<file path="config.mk">
export PLATFORM = sky130hd
export DESIGN_NAME = pt_walker
export DESIGN_NICKNAME = d
export VERILOG_FILES = /design/src/rtl/ptw_pkg.sv /design/src/rtl/ptw_addr_gen.sv /design/src/rtl/ptw_pte_eval.sv /design/src/rtl/ptw_walk_ctrl.sv /design/src/rtl/pt_walker.sv
export SDC_FILE = /design/constraint.sdc
export NUM_CORES = 1
export LEC_CHECK = 0
export BUFFER_PORTS_ARGS = -buffer_cell sky130_fd_sc_hd__buf_2
export CAP_MARGIN = 20
export CORE_AREA = 2 2 119 121
export DETAILED_ROUTE_END_ITERATION = 10
export DIE_AREA = 0 0 121 123
export PLACE_DENSITY = 0.88
export SLEW_MARGIN = 20
export SYNTH_ARGS = -nofsm -noshare
export SYNTH_HDL_FRONTEND = slang
export SYNTH_SLANG_ARGS = --single-unit
</file>
<file path="constraint.sdc">
create_clock -name clk -period 2.8 [get_ports clk]
set_clock_uncertainty 0.15 [all_clocks]
set_input_delay 0.14 -clock clk [delete_from_list [all_inputs] [get_ports clk]]
set_output_delay 0.14 -clock clk [all_outputs]
set_load 0.05 [all_outputs]
</file>
<file path="src/rtl/ptw_pkg.sv">
package ptw_pkg;
  localparam int VA_W   = 32;
  localparam int PA_W   = 32;
  localparam int PTE_W  = 32;
  localparam int OFF_W  = 13;
  localparam int IX1_W  = 10;
  localparam int IX2_W  = 9;
  localparam int PTE_SH = 2;                 // log2 of entry size in bytes
  localparam int PFN_W  = PA_W - OFF_W;
  localparam int IX2_LSB = OFF_W;
  localparam int IX1_LSB = OFF_W + IX2_W;

  // entry flag positions
  localparam int PTE_V   = 0;
  localparam int PTE_REF = 1;
  localparam int PTE_MOD = 2;
  localparam int PTE_USR = 3;
  localparam int PTE_RO  = 4;

  typedef enum logic [1:0] {
    FLT_NONE   = 2'd0,
    FLT_ABSENT = 2'd1,
    FLT_PROT   = 2'd2
  } fault_e;

  typedef enum logic [2:0] {
    ST_IDLE,
    ST_RD_L1,
    ST_RD_L2,
    ST_UPD,
    ST_DONE
  } walk_st_e;
endpackage

</file>
<file path="src/rtl/ptw_addr_gen.sv">
module ptw_addr_gen
  import ptw_pkg::*;
(
  input  logic [VA_W-1:0]  vaddr_i,
  input  logic [PA_W-1:0]  root_i,
  input  logic [PFN_W-1:0] dir_pfn_i,
  input  logic [PFN_W-1:0] leaf_pfn_i,
  output logic [PA_W-1:0]  l1_addr_o,
  output logic [PA_W-1:0]  l2_addr_o,
  output logic [PA_W-1:0]  leaf_paddr_o
);
  localparam int L1_OFS_W = IX1_W + PTE_SH;
  localparam int L2_OFS_W = IX2_W + PTE_SH;

  logic [IX1_W-1:0]    idx1;
  logic [IX2_W-1:0]    idx2;
  logic [OFF_W-1:0]    pg_off;
  logic [L1_OFS_W-1:0] l1_ofs;
  logic [L2_OFS_W-1:0] l2_ofs;
  logic [PA_W-1:0]     l2_tbl;

  always_comb begin
    idx1   = vaddr_i[IX1_LSB +: IX1_W];
    idx2   = vaddr_i[IX2_LSB +: IX2_W];
    pg_off = vaddr_i[OFF_W-1:0];
    l1_ofs = {idx1, {PTE_SH{1'b0}}};
    l2_ofs = {idx2, {PTE_SH{1'b0}}};
    l2_tbl = {dir_pfn_i, {OFF_W{1'b0}}};
    l1_addr_o    = root_i + PA_W'(l1_ofs);
    l2_addr_o    = l2_tbl + PA_W'(l2_ofs);
    leaf_paddr_o = {leaf_pfn_i, pg_off};
  end
endmodule

</file>
<file path="src/rtl/ptw_pte_eval.sv">
module ptw_pte_eval
  import ptw_pkg::*;
(
  input  logic [PTE_W-1:0] pte_i,
  input  logic             is_write_i,
  input  logic             is_user_i,
  output fault_e           fault_o,
  output logic [PTE_W-1:0] pte_upd_o,
  output logic             wb_need_o
);
  logic ro_hit;
  logic usr_hit;
  logic [PTE_W-1:0] set_mask;

  always_comb begin
    ro_hit  = is_write_i && pte_i[PTE_RO];
    usr_hit = is_user_i && !pte_i[PTE_USR];
    if (!pte_i[PTE_V])          fault_o = FLT_ABSENT;
    else if (ro_hit || usr_hit) fault_o = FLT_PROT;
    else                        fault_o = FLT_NONE;

    set_mask          = '0;
    set_mask[PTE_REF] = 1'b1;
    set_mask[PTE_MOD] = is_write_i;
    pte_upd_o = pte_i | set_mask;
    wb_need_o = (fault_o == FLT_NONE) && (pte_upd_o != pte_i);
  end
endmodule

</file>
<file path="src/rtl/ptw_walk_ctrl.sv">
module ptw_walk_ctrl
  import ptw_pkg::*;
(
  input  logic             clk,
  input  logic             rst_n,
  input  logic             req_valid_i,
  output logic             req_ready_o,
  input  logic [VA_W-1:0]  req_vaddr_i,
  input  logic             req_write_i,
  input  logic             req_user_i,
  input  logic [PA_W-1:0]  root_i,
  output logic             rsp_valid_o,
  output logic [PA_W-1:0]  rsp_paddr_o,
  output logic [1:0]       rsp_fault_o,
  output logic             mem_req_o,
  output logic             mem_we_o,
  output logic [PA_W-1:0]  mem_addr_o,
  output logic [PTE_W-1:0] mem_wdata_o,
  input  logic             mem_ack_i,
  input  logic [PTE_W-1:0] mem_rdata_i,
  // helper datapath
  input  logic [PA_W-1:0]  l1_addr_i,
  input  logic [PA_W-1:0]  l2_addr_i,
  input  logic [PA_W-1:0]  leaf_paddr_i,
  input  fault_e           ev_fault_i,
  input  logic [PTE_W-1:0] ev_pte_i,
  input  logic             ev_wb_i,
  output logic [VA_W-1:0]  vaddr_o,
  output logic [PA_W-1:0]  root_o,
  output logic [PFN_W-1:0] dir_pfn_o,
  output logic             write_o,
  output logic             user_o
);
  walk_st_e         st_q, st_d;
  logic [VA_W-1:0]  vaddr_q, vaddr_d;
  logic             write_q, write_d;
  logic             user_q, user_d;
  logic [PA_W-1:0]  root_q, root_d;
  logic [PFN_W-1:0] dir_q, dir_d;
  logic [PTE_W-1:0] wb_q, wb_d;
  logic [PA_W-1:0]  pa_q, pa_d;
  fault_e           flt_q, flt_d;

  logic cap_en, dir_en, res_en;

  // next-state logic
  always_comb begin
    st_d    = st_q;
    vaddr_d = vaddr_q;
    write_d = write_q;
    user_d  = user_q;
    root_d  = root_q;
    dir_d   = dir_q;
    wb_d    = wb_q;
    pa_d    = pa_q;
    flt_d   = flt_q;
    cap_en  = 1'b0;
    dir_en  = 1'b0;
    res_en  = 1'b0;
    unique case (st_q)
      ST_IDLE: begin
        if (req_valid_i) begin
          cap_en  = 1'b1;
          vaddr_d = req_vaddr_i;
          write_d = req_write_i;
          user_d  = req_user_i;
          root_d  = root_i;
          st_d    = ST_RD_L1;
        end
      end
      ST_RD_L1: begin
        if (mem_ack_i) begin
          if (mem_rdata_i[PTE_V]) begin
            dir_en = 1'b1;
            dir_d  = mem_rdata_i[PTE_W-1 -: PFN_W];
            st_d   = ST_RD_L2;
          end else begin
            res_en = 1'b1;
            flt_d  = FLT_ABSENT;
            pa_d   = '0;
            st_d   = ST_DONE;
          end
        end
      end
      ST_RD_L2: begin
        if (mem_ack_i) begin
          res_en = 1'b1;
          flt_d  = ev_fault_i;
          pa_d   = (ev_fault_i == FLT_NONE) ? leaf_paddr_i : '0;
          wb_d   = ev_pte_i;
          st_d   = ev_wb_i ? ST_UPD : ST_DONE;
        end
      end
      ST_UPD: begin
        if (mem_ack_i) st_d = ST_DONE;
      end
      ST_DONE: st_d = ST_IDLE;
      default: st_d = ST_IDLE;
    endcase
  end

  // state register
  always_ff @(posedge clk or negedge rst_n) begin
    if (!rst_n) st_q <= ST_IDLE;
    else        st_q <= st_d;
  end

  // request capture
  always_ff @(posedge clk or negedge rst_n) begin
    if (!rst_n) begin
      vaddr_q <= '0;
      write_q <= 1'b0;
      user_q  <= 1'b0;
      root_q  <= '0;
    end else if (cap_en) begin
      vaddr_q <= vaddr_d;
      write_q <= write_d;
      user_q  <= user_d;
      root_q  <= root_d;
    end
  end

  // directory pointer
  always_ff @(posedge clk or negedge rst_n) begin
    if (!rst_n)      dir_q <= '0;
    else if (dir_en) dir_q <= dir_d;
  end

  // result and write-back entry
  always_ff @(posedge clk or negedge rst_n) begin
    if (!rst_n) begin
      wb_q  <= '0;
      pa_q  <= '0;
      flt_q <= FLT_NONE;
    end else if (res_en) begin
      wb_q  <= wb_d;
      pa_q  <= pa_d;
      flt_q <= flt_d;
    end
  end

  // outputs
  always_comb begin
    req_ready_o = (st_q == ST_IDLE);
    mem_req_o   = (st_q == ST_RD_L1) || (st_q == ST_RD_L2) || (st_q == ST_UPD);
    mem_we_o    = (st_q == ST_UPD);
    mem_addr_o  = (st_q == ST_RD_L1) ? l1_addr_i : l2_addr_i;
    mem_wdata_o = wb_q;
    rsp_valid_o = (st_q == ST_DONE);
    rsp_paddr_o = pa_q;
    rsp_fault_o = flt_q;
    vaddr_o     = vaddr_q;
    root_o      = root_q;
    dir_pfn_o   = dir_q;
    write_o     = write_q;
    user_o      = user_q;
  end

  // request held until acknowledged
  assert_req_held_R10: assert property (@(posedge clk) disable iff (!rst_n)
    (mem_req_o && !mem_ack_i) |=> (mem_req_o && $stable(mem_addr_o) &&
                                   $stable(mem_we_o) && $stable(mem_wdata_o)));

  // single-cycle result strobe
  assert_done_pulse_R9: assert property (@(posedge clk) disable iff (!rst_n)
    rsp_valid_o |=> !rsp_valid_o);

  // idle means no memory traffic and no result
  assert_ready_idle_R9: assert property (@(posedge clk) disable iff (!rst_n)
    req_ready_o |-> (!mem_req_o && !rsp_valid_o));

  // invalid directory entry ends the walk without a second read
  assert_skip_leaf_R4: assert property (@(posedge clk) disable iff (!rst_n)
    (st_q == ST_RD_L1 && mem_ack_i && !mem_rdata_i[PTE_V]) |=>
      (rsp_valid_o && rsp_fault_o == FLT_ABSENT && !mem_req_o));

  // protection fault never followed by a write-back
  assert_prot_no_wb_R6: assert property (@(posedge clk) disable iff (!rst_n)
    (st_q == ST_RD_L2 && mem_ack_i && ev_fault_i == FLT_PROT) |=> !mem_we_o);
endmodule

</file>
<file path="src/rtl/pt_walker.sv">
module pt_walker
  import ptw_pkg::*;
(
  input  logic             clk,
  input  logic             rst_n,
  input  logic [PA_W-1:0]  pt_root_i,
  input  logic             xl_valid_i,
  output logic             xl_ready_o,
  input  logic [VA_W-1:0]  xl_vaddr_i,
  input  logic             xl_write_i,
  input  logic             xl_user_i,
  output logic             xl_done_o,
  output logic [PA_W-1:0]  xl_paddr_o,
  output logic [1:0]       xl_fault_o,
  output logic             mem_req_o,
  output logic             mem_we_o,
  output logic [PA_W-1:0]  mem_addr_o,
  output logic [PTE_W-1:0] mem_wdata_o,
  input  logic             mem_ack_i,
  input  logic [PTE_W-1:0] mem_rdata_i
);
  logic [PA_W-1:0]  l1_addr, l2_addr, leaf_paddr;
  fault_e           ev_fault;
  logic [PTE_W-1:0] ev_pte;
  logic             ev_wb;
  logic [VA_W-1:0]  vaddr_q;
  logic [PA_W-1:0]  root_q;
  logic [PFN_W-1:0] dir_pfn;
  logic             write_q, user_q;

  ptw_addr_gen u_addr (
    .vaddr_i      (vaddr_q),
    .root_i       (root_q),
    .dir_pfn_i    (dir_pfn),
    .leaf_pfn_i   (mem_rdata_i[PTE_W-1 -: PFN_W]),
    .l1_addr_o    (l1_addr),
    .l2_addr_o    (l2_addr),
    .leaf_paddr_o (leaf_paddr)
  );

  ptw_pte_eval u_eval (
    .pte_i      (mem_rdata_i),
    .is_write_i (write_q),
    .is_user_i  (user_q),
    .fault_o    (ev_fault),
    .pte_upd_o  (ev_pte),
    .wb_need_o  (ev_wb)
  );

  ptw_walk_ctrl u_ctrl (
    .clk          (clk),
    .rst_n        (rst_n),
    .req_valid_i  (xl_valid_i),
    .req_ready_o  (xl_ready_o),
    .req_vaddr_i  (xl_vaddr_i),
    .req_write_i  (xl_write_i),
    .req_user_i   (xl_user_i),
    .root_i       (pt_root_i),
    .rsp_valid_o  (xl_done_o),
    .rsp_paddr_o  (xl_paddr_o),
    .rsp_fault_o  (xl_fault_o),
    .mem_req_o    (mem_req_o),
    .mem_we_o     (mem_we_o),
    .mem_addr_o   (mem_addr_o),
    .mem_wdata_o  (mem_wdata_o),
    .mem_ack_i    (mem_ack_i),
    .mem_rdata_i  (mem_rdata_i),
    .l1_addr_i    (l1_addr),
    .l2_addr_i    (l2_addr),
    .leaf_paddr_i (leaf_paddr),
    .ev_fault_i   (ev_fault),
    .ev_pte_i     (ev_pte),
    .ev_wb_i      (ev_wb),
    .vaddr_o      (vaddr_q),
    .root_o       (root_q),
    .dir_pfn_o    (dir_pfn),
    .write_o      (write_q),
    .user_o       (user_q)
  );

  // offset bits pass through on success
  assert_offset_pass_R1: assert property (@(posedge clk) disable iff (!rst_n)
    (xl_done_o && xl_fault_o == FLT_NONE) |->
      (xl_paddr_o[OFF_W-1:0] == vaddr_q[OFF_W-1:0]));

  // physical address cleared on any fault
  assert_fault_zero_R9: assert property (@(posedge clk) disable iff (!rst_n)
    (xl_done_o && xl_fault_o != FLT_NONE) |-> (xl_paddr_o == '0));

  // any written entry is valid and referenced
  assert_wb_flags_R7: assert property (@(posedge clk) disable iff (!rst_n)
    (mem_req_o && mem_we_o) |-> (mem_wdata_o[PTE_REF] && mem_wdata_o[PTE_V]));
endmodule

</file>
Word-level counts from Yosys, hierarchy flattened

Cells that the tools add are included.

Register bits after elaboration: 154
Input port bits: 102
Output and inout bits: 102
Word-level logic and storage cells: 65

Add/sub/neg operators: 2
Eq/ne operators: 10
Muxes and demuxes: 28
Bitwise logic cells: 1
Reductions and logical operators: 15

Operator list:

| cell                                                                   | number |
|---|---|
| 32-bit two-way mux                                                     | 5 |
| 32-bit case mux with 2 select lines                                    | 1 |
| 32-bit by 11-bit adder with 32-bit output                              | 1 |
| 32-bit by 12-bit adder with 32-bit output                              | 1 |
| 32-bit != test                                                         | 1 |
| 32-bit by 3-bit bitwise OR with 32-bit output                          | 1 |
| 3-bit two-way mux                                                      | 6 |
| 3-bit case mux with 4 select lines                                     | 1 |
| 2-bit two-way mux                                                      | 5 |
| 1-bit two-way mux                                                      | 8 |
| 2-bit != test (second input constant)                                  | 4 |
| 4-bit AND reduction                                                    | 2 |
| 3-bit by 2-bit equality test with 1-bit output (second input constant) | 2 |
| 3-bit AND reduction                                                    | 2 |
| 5-bit AND reduction                                                    | 1 |
| 2-bit case mux with 2 select lines                                     | 1 |
| 3-bit by 1-bit equality test with 1-bit output (second input constant) | 1 |
| 3-bit equality test (second input constant)                            | 1 |
| 1-bit logical AND                                                      | 3 |
| 3-bit zero test                                                        | 1 |
| 1-bit logical OR                                                       | 3 |
| 2-bit zero test                                                        | 1 |
| 2-bit by 1-bit != test with 1-bit output (second input constant)       | 1 |
| 1-bit case mux with 2 select lines                                     | 1 |
| 2 further kinds                                                        | 2 |

Logic depth before layout (Yosys ltp)

Gate-level depths: netlist (run 1).

Word-level depth: 10
Mapped depth: 9
Mapped depth without buffers: 8

Hierarchy

Synthesis (run 1) repeated with hierarchy kept, for this count alone.

Cells, all modules: 616
Area total of the unflattened synthesis: 7818.7 um^2

Modules (own cells, without submodules):

| module        | times used | cells each | area an instance (um^2) | sequential area each (um^2) |
|---|---|---|---|---|
| ptw_walk_ctrl | 1          | 390        | 6172.2                  | 3853.7 |
| ptw_addr_gen  | 1          | 186        | 1363.8                  | 0.0 |
| ptw_pte_eval  | 1          | 40         | 282.8                   | 0.0 |

Worst setup path after synthesis (run 1)

OpenSTA, ideal clock, no wires.

Kind: register to output
From: reg u_ctrl.root_q[2] (netlist: u_ctrl.root_o[2])
To: out mem_addr_o[30]
Arrival: 2.862 ns
Data required time: 2.510 ns
Path slack: -0.352 ns
Stages on the path, launching flop included: 10
Buffers on the path: 1
Path through: dfrtp_1 -> ha_1 -> fa_1 -> a21oi_1 -> o211a_1 -> o211ai_1 -> buf_2 -> nand4_1 -> xnor2_1 -> o21ai_0

Cells in the longest elaborated chain, start to end: 2

Ends and longest elaborated chain:

| element                                   | line                 | text |
|---|---|---|
| start: declaration                        | ptw_walk_ctrl.sv:38  | `logic [PA_W-1:0] root_q, root_d;` |
| start signal: assignment                  | ptw_walk_ctrl.sv:119 | `root_q <= root_d;` |
| 32-bit by 12-bit adder with 32-bit output | ptw_addr_gen.sv:29   | `l1_addr_o = root_i + PA_W'(l1_ofs);` |
| 32-bit two-way mux                        | ptw_walk_ctrl.sv:147 | `mem_addr_o = (st_q == ST_RD_L1) ? l1_addr_i : l2_addr_i;` |
| end: declaration                          | pt_walker.sv:17      | `output logic [PA_W-1:0] mem_addr_o,` |

No other way between the ends.

Final worst setup path (run 1)

From: reg u_ctrl.vaddr_q[22] (netlist: u_ctrl.vaddr_o[22])
To: out mem_addr_o[20]

Cells in the longest elaborated chain, start to end: 2

Ends and longest elaborated chain:

| element                                   | line                 | text |
|---|---|---|
| start: declaration                        | ptw_walk_ctrl.sv:35  | `logic [VA_W-1:0] vaddr_q, vaddr_d;` |
| start signal: assignment                  | ptw_walk_ctrl.sv:116 | `vaddr_q <= vaddr_d;` |
| 32-bit by 12-bit adder with 32-bit output | ptw_addr_gen.sv:29   |  |
| 32-bit two-way mux                        | ptw_walk_ctrl.sv:147 |  |

No other way between the ends.

==> flow_summary.ini, run 1 <==
[sta]
slew_violations = 0
fin_crit_sh = 1.081
finalSetupTns_ns = -1.850
slew_headroom = 0.6005
rsz0062_at_grt = yes
min_period_ns = 3.026
max_freq_ghz = 0.3304
finalHoldViolCount = 0
fin_ws_ns = -0.2265
worst_pin_slew_ns = 0.5992
setup_viol = 10

[synth]
synth_edf_count = 0
ys_seq_elements = 154
netlist_area_um2 = 6985
yosys_warnings = 0
ys.flop_type = dfrtp_1
yosys.area.top_type = dfrtp_1
syn-num-nets = 679
synth_top_area_frac = 0.5517
postSynthCellCount = 566
synthDistinctLibCells = 46
synth-async-reset-ratio = 1.000
synthTopCellsByArea = dfrtp_1 (55%), mux2_2 (18%), a22o_1 (4.0%)
synth-seq-area-share = 0.5517
synth.avg_cell_area_um2 = 12.34

[placed_design]
dpl_cell_area_um2 = 8242
port_buffers = 203
place.gp.congestion = 0.8554
dp_hpwl_um = 12310

[critical_path]
critPathRequiredTime_ns = 2.51
crit_type = reg2out
crit_fanout = 5
critical_path.top_delay_family = compound AO/OA/AOI/OAI gates
slowest_delay_ns = 0.39
crit_cells = 11
critPathArrivalTime_ns = 2.74
r2r_end = u_ctrl.dir_pfn_o[11]
crit_top_cell = buf_4
critPathCaptureType = output pin
path_buf_inv = 3
cp_cell_sequence = ha_2 -> fa_2 -> a21oi_2 -> o211a_1 -> o211ai_1 -> buf_4 -> buf_4 -> nand3_1 -> xor2_1 -> o21ai_1 -> buf_6
r2r_start = u_ctrl.st_q[1]
regToRegSetupSlack_ns = 0.62
ff2ff_path_depth = 6
cpMaxStageDelayCell = dfrtp_1
crit_path_start_kind = flip-flop

[detailed_routing]
vias = 5944
ant_nets = 0
drt_iter0_markers = 320
viasPerCell = 5.509
drt-wirelength-per-cell_um = 19.16
route.detailed.drc = 0
first_pass_iters = 4
routed_wl_um = 20680

[grt]
grt_max_degree = 68
grt_pass1_wl_um = 31130
grt_pass1_vias = 6109
grt_antenna_before_repair = 0
grt_remaining_overflow = 0
grt_usage = 0.2731

[clocking]
numCtsBuffers = 17
clkLatencyLatePin_ns = 0.41
cts-root-buf = clkbuf_16
htreeDepth = 4
cts.path.max_buffers = 2
numClockSinks = 154
path_clk_slew_ns = 0.06
cts_tree = built

[run_status]
status = finished with violations
violations = negative setup slack

[cells_and_area]
nFillCells = 795
drive_gt1_frac = 0.4638
diodes = 0
final_cell_area_um2 = 10230
syn2layout_area_growth_pct = 46.48
seq_area_um2 = 3857
finish.utilization = 0.7517
fin_nets = 999
multi_input_area_um2 = 3103

[floorplanning]
dieArea_um2 = 14880
row_count = 43
die_x_um = 121
io_pins = 204
core-area_um2 = 13610
die_y_um = 123
start_util = 0.5132

[worst_hold_path]
hold_end = u_ctrl.st_q[2]
hold_path_depth = 5
min_from = mem_rdata_i[1]
hold_path.class = in2reg

[job]
drv_cap = 0
==> stage by stage <==
step / cells / hold WS [ns] / setup slack, ns
4_1_cts: 1071 / 0.04693 / -0.1430
6_report: 1079 / 0.05803 / -0.2265
3_5_place_dp: 933 / -0.04515 / 0.1718
2_1_floorplan: 566 / -0.3056 / 0.01367
5_1_grt: 1079 / 0.1102 / -0.3366
3_3_place_gp: 933 / -0.04613 / 0.1958
==> cell usage after synthesis, types with 2 or more instances <==
cell type / n
dfrtp_1: 154
xnor2_1: 14
o21a_1: 2
a211oi_1: 2
buf_2: 18
a21boi_0: 2
mux2_2: 110
and2_1: 4
or2_2: 2
a22oi_1: 2
o211ai_1: 3
clkbuf_1: 11
nand4_1: 7
buf_6: 3
and3_1: 7
nor3_1: 6
nand2_1: 51
nor2_1: 15
a31oi_1: 2
a22o_1: 32
a21oi_1: 17
and4_1: 2
o21ai_1: 2
nand3_1: 10
xor2_1: 12
inv_1: 10
nand2b_1: 2
o21ai_0: 35
ha_1: 10
a21o_1: 3
==> sequential cells by signal, indices dropped and copies added, names as in the netlist <==
signal,count
u_ctrl.dir_pfn_o,19
u_ctrl.rsp_fault_o,2
u_ctrl.rsp_paddr_o,32
u_ctrl.vaddr_o,32
u_ctrl.write_o,1
u_ctrl.user_o,1
u_ctrl.root_o,32
u_ctrl.mem_wdata_o,32
u_ctrl.st_q,3
==> timing repair <==
item | in CTS | in global routing
endpoints found under the hold margin | 253 | 0
resized for setup | 42 | 47
hold buffers | 101 | 0
endpoints found under the setup margin | 22 | 30
pin swaps | 6 | 15
buffers inserted | 4 | 8
cloned | 1 | 0
==> cells in the final DEF, fill, tap and decap left out, drive strengths merged, types with 14 or more instances in the layout <==
| cell type | netlist | final |
|---|---|---|
| a21oi | 17 | 17 |
| a22o | 32 | 32 |
| buf | 22 | 233 |
| clkbuf | 11 | 22 |
| dfrtp | 154 | 154 |
| dlygate4sd3 | 0 | 101 |
| mux2 | 110 | 110 |
| nand2 | 51 | 51 |
| nor2 | 15 | 15 |
| o21ai | 37 | 37 |
| xnor2 | 14 | 14 |
==> worst min-delay path: cells and delay by family <==
| kind | cells | cell delay (ns) |
|---|---|---|
| AOI/OAI and AO/OA | 2 | 0.14 |
| buffers and inverters | 1 | 0.07 |
| and+or+nand+nor | 2 | 0.22 |
==> metal layers <==
layer | track usage | up-vias | routed length [um]
met2 | 0.4891 | 260 | 10950
met1 | 0.3113 | 2945 | 7777
met5 | 0 | - | 0
met4 | 0.1395 | 0 | 957
li1 | - | 2659 | -
met3 | 0.05304 | 80 | 989
==> layout make-up <==
type,instances,area share
Clock buffer,22,0.04634
Clock inverter,10,0.008926
Tap cell,180,0.02201
Timing Repair Buffer,334,0.2384
Inverter,11,0.004035
Sequential cell,154,0.3770
Multi-Input combinational cell,368,0.3033
==> worst max path at each step <==
stage                            start             end
detailed placement    u_ctrl.root_o[2]  mem_addr_o[28]
floorplan             u_ctrl.root_o[6]   mem_addr_o[9]
CTS                   u_ctrl.root_o[2]  mem_addr_o[28]
global placement      u_ctrl.root_o[2]  mem_addr_o[28]
global route        u_ctrl.vaddr_o[22]  mem_addr_o[28]
finish              u_ctrl.vaddr_o[22]  mem_addr_o[20]
==> cells by family after synthesis <==
| family | count (synthesis) | synth area share |
|---|---|---|
| XOR/XNOR | 26 | 0.03260 |
| adder cells (fa/ha/maj) | 11 | 0.02078 |
| AO/OA/AOI/OAI | 108 | 0.1048 |
| buffers and inverters | 44 | 0.03063 |
| flip-flops | 154 | 0.5517 |
| AND/OR/NAND/NOR | 113 | 0.08221 |
| multiplexers | 110 | 0.1773 |
Power of run 1 is left out: the tool's default activity adds up to more than one toggle a clock period on the data nets, which glitch-free logic cannot reach.
==> run 2: changes to the inputs <==
Settings changed: CORE_AREA 2 2 119 121 to 2 2 174 176, DIE_AREA 0 0 121 123 to 0 0 176 178, HOLD_SLACK_MARGIN set to 0.15, PLACE_DENSITY 0.88 to 0.52.
==> flow_summary.ini, run 2 (synthesis gave the netlist of run 1 again) <==
[floorplanning]
core-area_um2 = 29400
die_y_um = 178
dieArea_um2 = 31330
start_util = 0.2376
die_x_um = 176
io_pins = 204
row_count = 63

[cells_and_area]
nFillCells = 2919
syn2layout_area_growth_pct = 50.40
seq_area_um2 = 3855
finish.utilization = 0.3573
diodes = 0
final_cell_mix = buf_2 (179), dfrtp_1 (153), mux2_2 (110)
stdcell_count = 1286
layout_commonest_cell = buf_2
multi_input_area_um2 = 3099
fin_nets = 996
drive_gt1_frac = 0.4621

[detailed_routing]
routed_wl_um = 19960
ant_nets = 0
route.detailed.drc = 0
viasPerCell = 4.313
drt_iter0_markers = 211
drt-wirelength-per-cell_um = 15.52
vias = 5546
first_pass_iters = 4

[clocking]
cts_tree = built
path_clk_slew_ns = 0.07
cts-root-buf = clkbuf_16
numClockSinks = 154
htreeDepth = 4
numCtsBuffers = 17
cts.path.max_buffers = 2
clkLatencyLatePin_ns = 0.42

[grt]
grt_usage = 0.1290
grt_antenna_before_repair = 0
top_usage_layer = met2
met1_usage = 0.1706
grt_pass1_wl_um = 31350
grt_pass1_vias = 5716
grt_remaining_overflow = 0
grt_max_degree = 68
grtUsageMet3 = 0.02472
use_met2 = 0.2126

[job]
drv_cap = 0

[sta]
worst_pin_slew_ns = 0.6977
fin_ws_ns = -0.07748
max_freq_ghz = 0.3475
fin_crit_sh = 1.028
slew_violations = 0
slew_headroom = 0.5349
min_period_ns = 2.877
setup_viol = 10
rsz0062_at_grt = yes
finalHoldViolCount = 0

[placed_design]
dpl.cell_count = 1146
port_buffers = 203
dp_hpwl_um = 14030
place.gp.congestion = 0.7182

[critical_path]
crit_type = reg2out
critical_path.endpoint = mem_addr_o[14]
crit_start = u_ctrl.root_o[2]
cp_cell_sequence = ha_2 -> fa_2 -> a21oi_2 -> o211a_1 -> o211ai_1 -> clkbuf_16 -> nand4_1 -> xor2_1 -> o21ai_1 -> buf_6
cpMaxStageDelayCell = dfrtp_1
critPathRequiredTime_ns = 2.51
crit_fanout = 11
crit_path_start_kind = flip-flop
critPathCaptureType = output pin
ff2ff_path_depth = 6
critPathArrivalTime_ns = 2.59
slowest_delay_ns = 0.38
regToRegSetupSlack_ns = 0.59
r2r_start = u_ctrl.st_q[1]
r2r_end = u_ctrl.dir_pfn_o[5]

[run_status]
violations = negative setup slack
status = finished with violations

[worst_hold_path]
hold_path.class = in2async
[run 2: worst min-delay path by stage]
| stage | startpoint | endpoint | slack [ns] |
|---|---|---|---|
| after floorplan | rst_n | u_ctrl.dir_pfn_o[0] | -0.31 |
| after global placement | rst_n | u_ctrl.vaddr_o[17] | 0.07 |
| after detailed placement | rst_n | u_ctrl.root_o[4] | 0.06 |
| after CTS | rst_n | u_ctrl.root_o[4] | 0.16 |
| after global routing | rst_n | u_ctrl.vaddr_o[24] | 0.20 |
| final | rst_n | u_ctrl.root_o[4] | 0.15 |
[run 2: per-stage QoR]
stage | setup WS [ns] | setup TNS, ns | hold WS [ns] | area (um^2)
floorplan | 0.01367 | 0 | -0.3056 | 7000
global placement | 0.09331 | 0 | 0.06521 | 8542
detailed placement | 0.1045 | 0 | 0.06237 | 8542
CTS | -0.1874 | -1.543 | 0.1647 | 10290
global route | -0.2401 | -2.902 | 0.2003 | 10510
finish | -0.07748 | -0.3566 | 0.1472 | 10510
[run 2: timing repair]
action / CTS / global route
setup endpoints to repair: 23 / 25
buffers inserted: 1 / 5
hold endpoints to repair: 269 / 0
cloned: 0 / 1
pin swaps: 3 / 8
hold buffers: 101 / 0
gates resized for setup: 42 / 48
[run 2: routing by layer]
metal / vias up / share of wire / routed length [um]
li1: 2676 / - / -
met1: 2725 / 0.48 / 9574
met2: 132 / 0.47 / 9341
met3: 13 / 0.040 / 807
met4: 0 / 0.012 / 238
met5: - / 0 / 0
[run 2: critical path, delay by kind of cell (launching register included)]
family / cells / cell delay (ns)
AO/OA/AOI/OAI: 4 / 0.57
adder cells (fa/ha/maj): 2 / 0.55
flip-flops: 1 / 0.38
buffers and inverters: 2 / 0.37
XOR/XNOR: 1 / 0.19
AND/OR/NAND/NOR: 1 / 0.10
[run 2: layout make-up]
cell class / count / area share
Clock buffer: 19 / 0.04311
Multi-Input combinational cell: 368 / 0.2950
Sequential cell: 154 / 0.3669
Clock inverter: 13 / 0.01250
Tap cell: 390 / 0.04645
Timing Repair Buffer: 331 / 0.2321
Inverter: 11 / 0.003930
Power of run 2 is left out for the same reason.
==> run 3: changes to the inputs <==
Settings changed: SETUP_SLACK_MARGIN set to 0.5.
==> flow_summary.ini, run 3 (synthesis gave the netlist of run 1 again) <==
[grt]
use_met2 = 0.2142
grt_usage = 0.1291
grt_remaining_overflow = 0
grtUsageMet3 = 0.03048
grt_pass1_wl_um = 31130
grt_max_degree = 66
grt_antenna_before_repair = 1
met1_usage = 0.1662
grt_pass1_vias = 5548
top_usage_layer = met2

[clocking]
numCtsBuffers = 17
cts_tree = built
cts.path.max_buffers = 2
cts-root-buf = clkbuf_16
path_clk_slew_ns = 0.06
htreeDepth = 4
clkLatencyLatePin_ns = 0.43
numClockSinks = 154

[detailed_routing]
first_pass_iters = 4
viasPerCell = 4.324
routed_wl_um = 20910
ant_nets = 0
route.detailed.drc = 0
drt-wirelength-per-cell_um = 16.14
vias = 5604
drt_iter0_markers = 261

[critical_path]
slowest_delay_ns = 0.39
crit_fanout = 11
crit_type = reg2out
ff2ff_path_depth = 7
critPathArrivalTime_ns = 2.59
cp_cell_sequence = ha_2 -> fa_2 -> a21oi_2 -> o211a_1 -> o211ai_1 -> buf_6 -> nand3_1 -> xor2_2 -> o21ai_4 -> buf_4
cpMaxStageDelayCell = dfrtp_1
r2r_end = u_ctrl.dir_pfn_o[9]
crit_path_start_kind = flip-flop
critPathCaptureType = output pin
regToRegSetupSlack_ns = 0.76
r2r_start = u_ctrl.st_q[1]
critPathRequiredTime_ns = 2.51

[sta]
max_freq_ghz = 0.3468
slew_headroom = 0.5671
slew_violations = 0
rsz0062_at_grt = yes
finalHoldViolCount = 0
worst_pin_slew_ns = 0.6494
fin_crit_sh = 1.030
min_period_ns = 2.883
fin_ws_ns = -0.08331
setup_viol = 11

[cells_and_area]
syn2layout_area_growth_pct = 58.41
layout_commonest_cell = buf_2
finish.utilization = 0.3764
final_cell_mix = buf_2 (173), dfrtp_1 (151), mux2_2 (110)
drive_gt1_frac = 0.5160
stdcell_count = 1296
fin_nets = 1005

[floorplanning]
core-area_um2 = 29400
io_pins = 204
start_util = 0.2376
die_x_um = 176
die_y_um = 178
dieArea_um2 = 31330
row_count = 63

[worst_hold_path]
hold_path.class = in2async

[run_status]
violations = negative setup slack
status = finished with violations

[placed_design]
dpl.cell_count = 1140
dp_hpwl_um = 13800
place.gp.congestion = 0.7465
port_buffers = 203

[job]
drv_cap = 0
-- run 3: cell count changes in the layout (fill, tap and decap cells not counted), moves of 5 or more --
cell     previous run  this run
a21oi_2             8         3
a21oi_4             3        10
buf_12              3         9
buf_2             179       173
o21ai_0            16        10
o21ai_1            17         4
o21ai_2             4        14
o21ai_4             0         9
xnor2_1            14         6
xnor2_2             0         8
xor2_1             12         6
xor2_2              0         6
-- run 3: timing repair --
item	in CTS	in global routing
pin swaps	10	24
setup buffers	4	16
gates cloned	0	2
endpoints found under the setup margin	28	30
hold endpoints to repair	294	0
gates resized for setup	59	80
hold buffers	101	0
-- run 3: layer usage --
metal  wire, um  share of wire
met2       9962           0.48
met3        781          0.037
met5          0              0
met1       9832           0.47
met4        336          0.016
-- run 3: metrics by stage --
stage	hold WS, ns	cell area [um^2]	worst slack, ns	TNS [ns]
6_report	0.1370	11070	-0.08331	-0.4988
5_1_grt	0.1944	11060	-0.2301	-2.817
4_1_cts	0.1519	10530	-0.1304	-1.166
3_5_place_dp	0.05329	8722	0.07892	0
3_3_place_gp	0.06222	8722	0.1469	0
2_1_floorplan	-0.3056	7199	0.2604	0
-- run 3: critical path, delay by kind of cell, from the launching register on --
kind | cells | cell delay (ns)
adder cells (fa/ha/maj) | 2 | 0.58
XOR/XNOR | 1 | 0.20
AND/OR/NAND/NOR | 1 | 0.11
AO/OA/AOI/OAI | 4 | 0.50
flip-flops | 1 | 0.39
buffers and inverters | 2 | 0.36
-- run 3: cell type report --
cell class / instances / area [um^2]
inverter: 11 / 46.29
timing repair buffer: 339 / 2594
fill: 2875 / 18340
tap: 390 / 488.0
clock buffer: 17 / 425.4
clock inverter: 15 / 142.6
multi-input combinational: 369 / 3510
sequential: 154 / 3857
antenna: 1 / 2.502
-- run 3: worst max path at each step --
stage                       startpoint             end  slack [ns]  cells after the start
finish              u_ctrl.vaddr_o[22]  mem_addr_o[24]       -0.08                     10
CTS                 u_ctrl.vaddr_o[22]  mem_addr_o[28]       -0.13                     10
floorplan               u_ctrl.st_q[1]   mem_addr_o[4]        0.26                      5
global route        u_ctrl.vaddr_o[22]  mem_addr_o[28]       -0.23                     10
detailed placement    u_ctrl.root_o[8]  mem_addr_o[13]        0.08                      8
global placement      u_ctrl.root_o[8]  mem_addr_o[13]        0.15                      8
Power of run 3 is left out for the same reason.
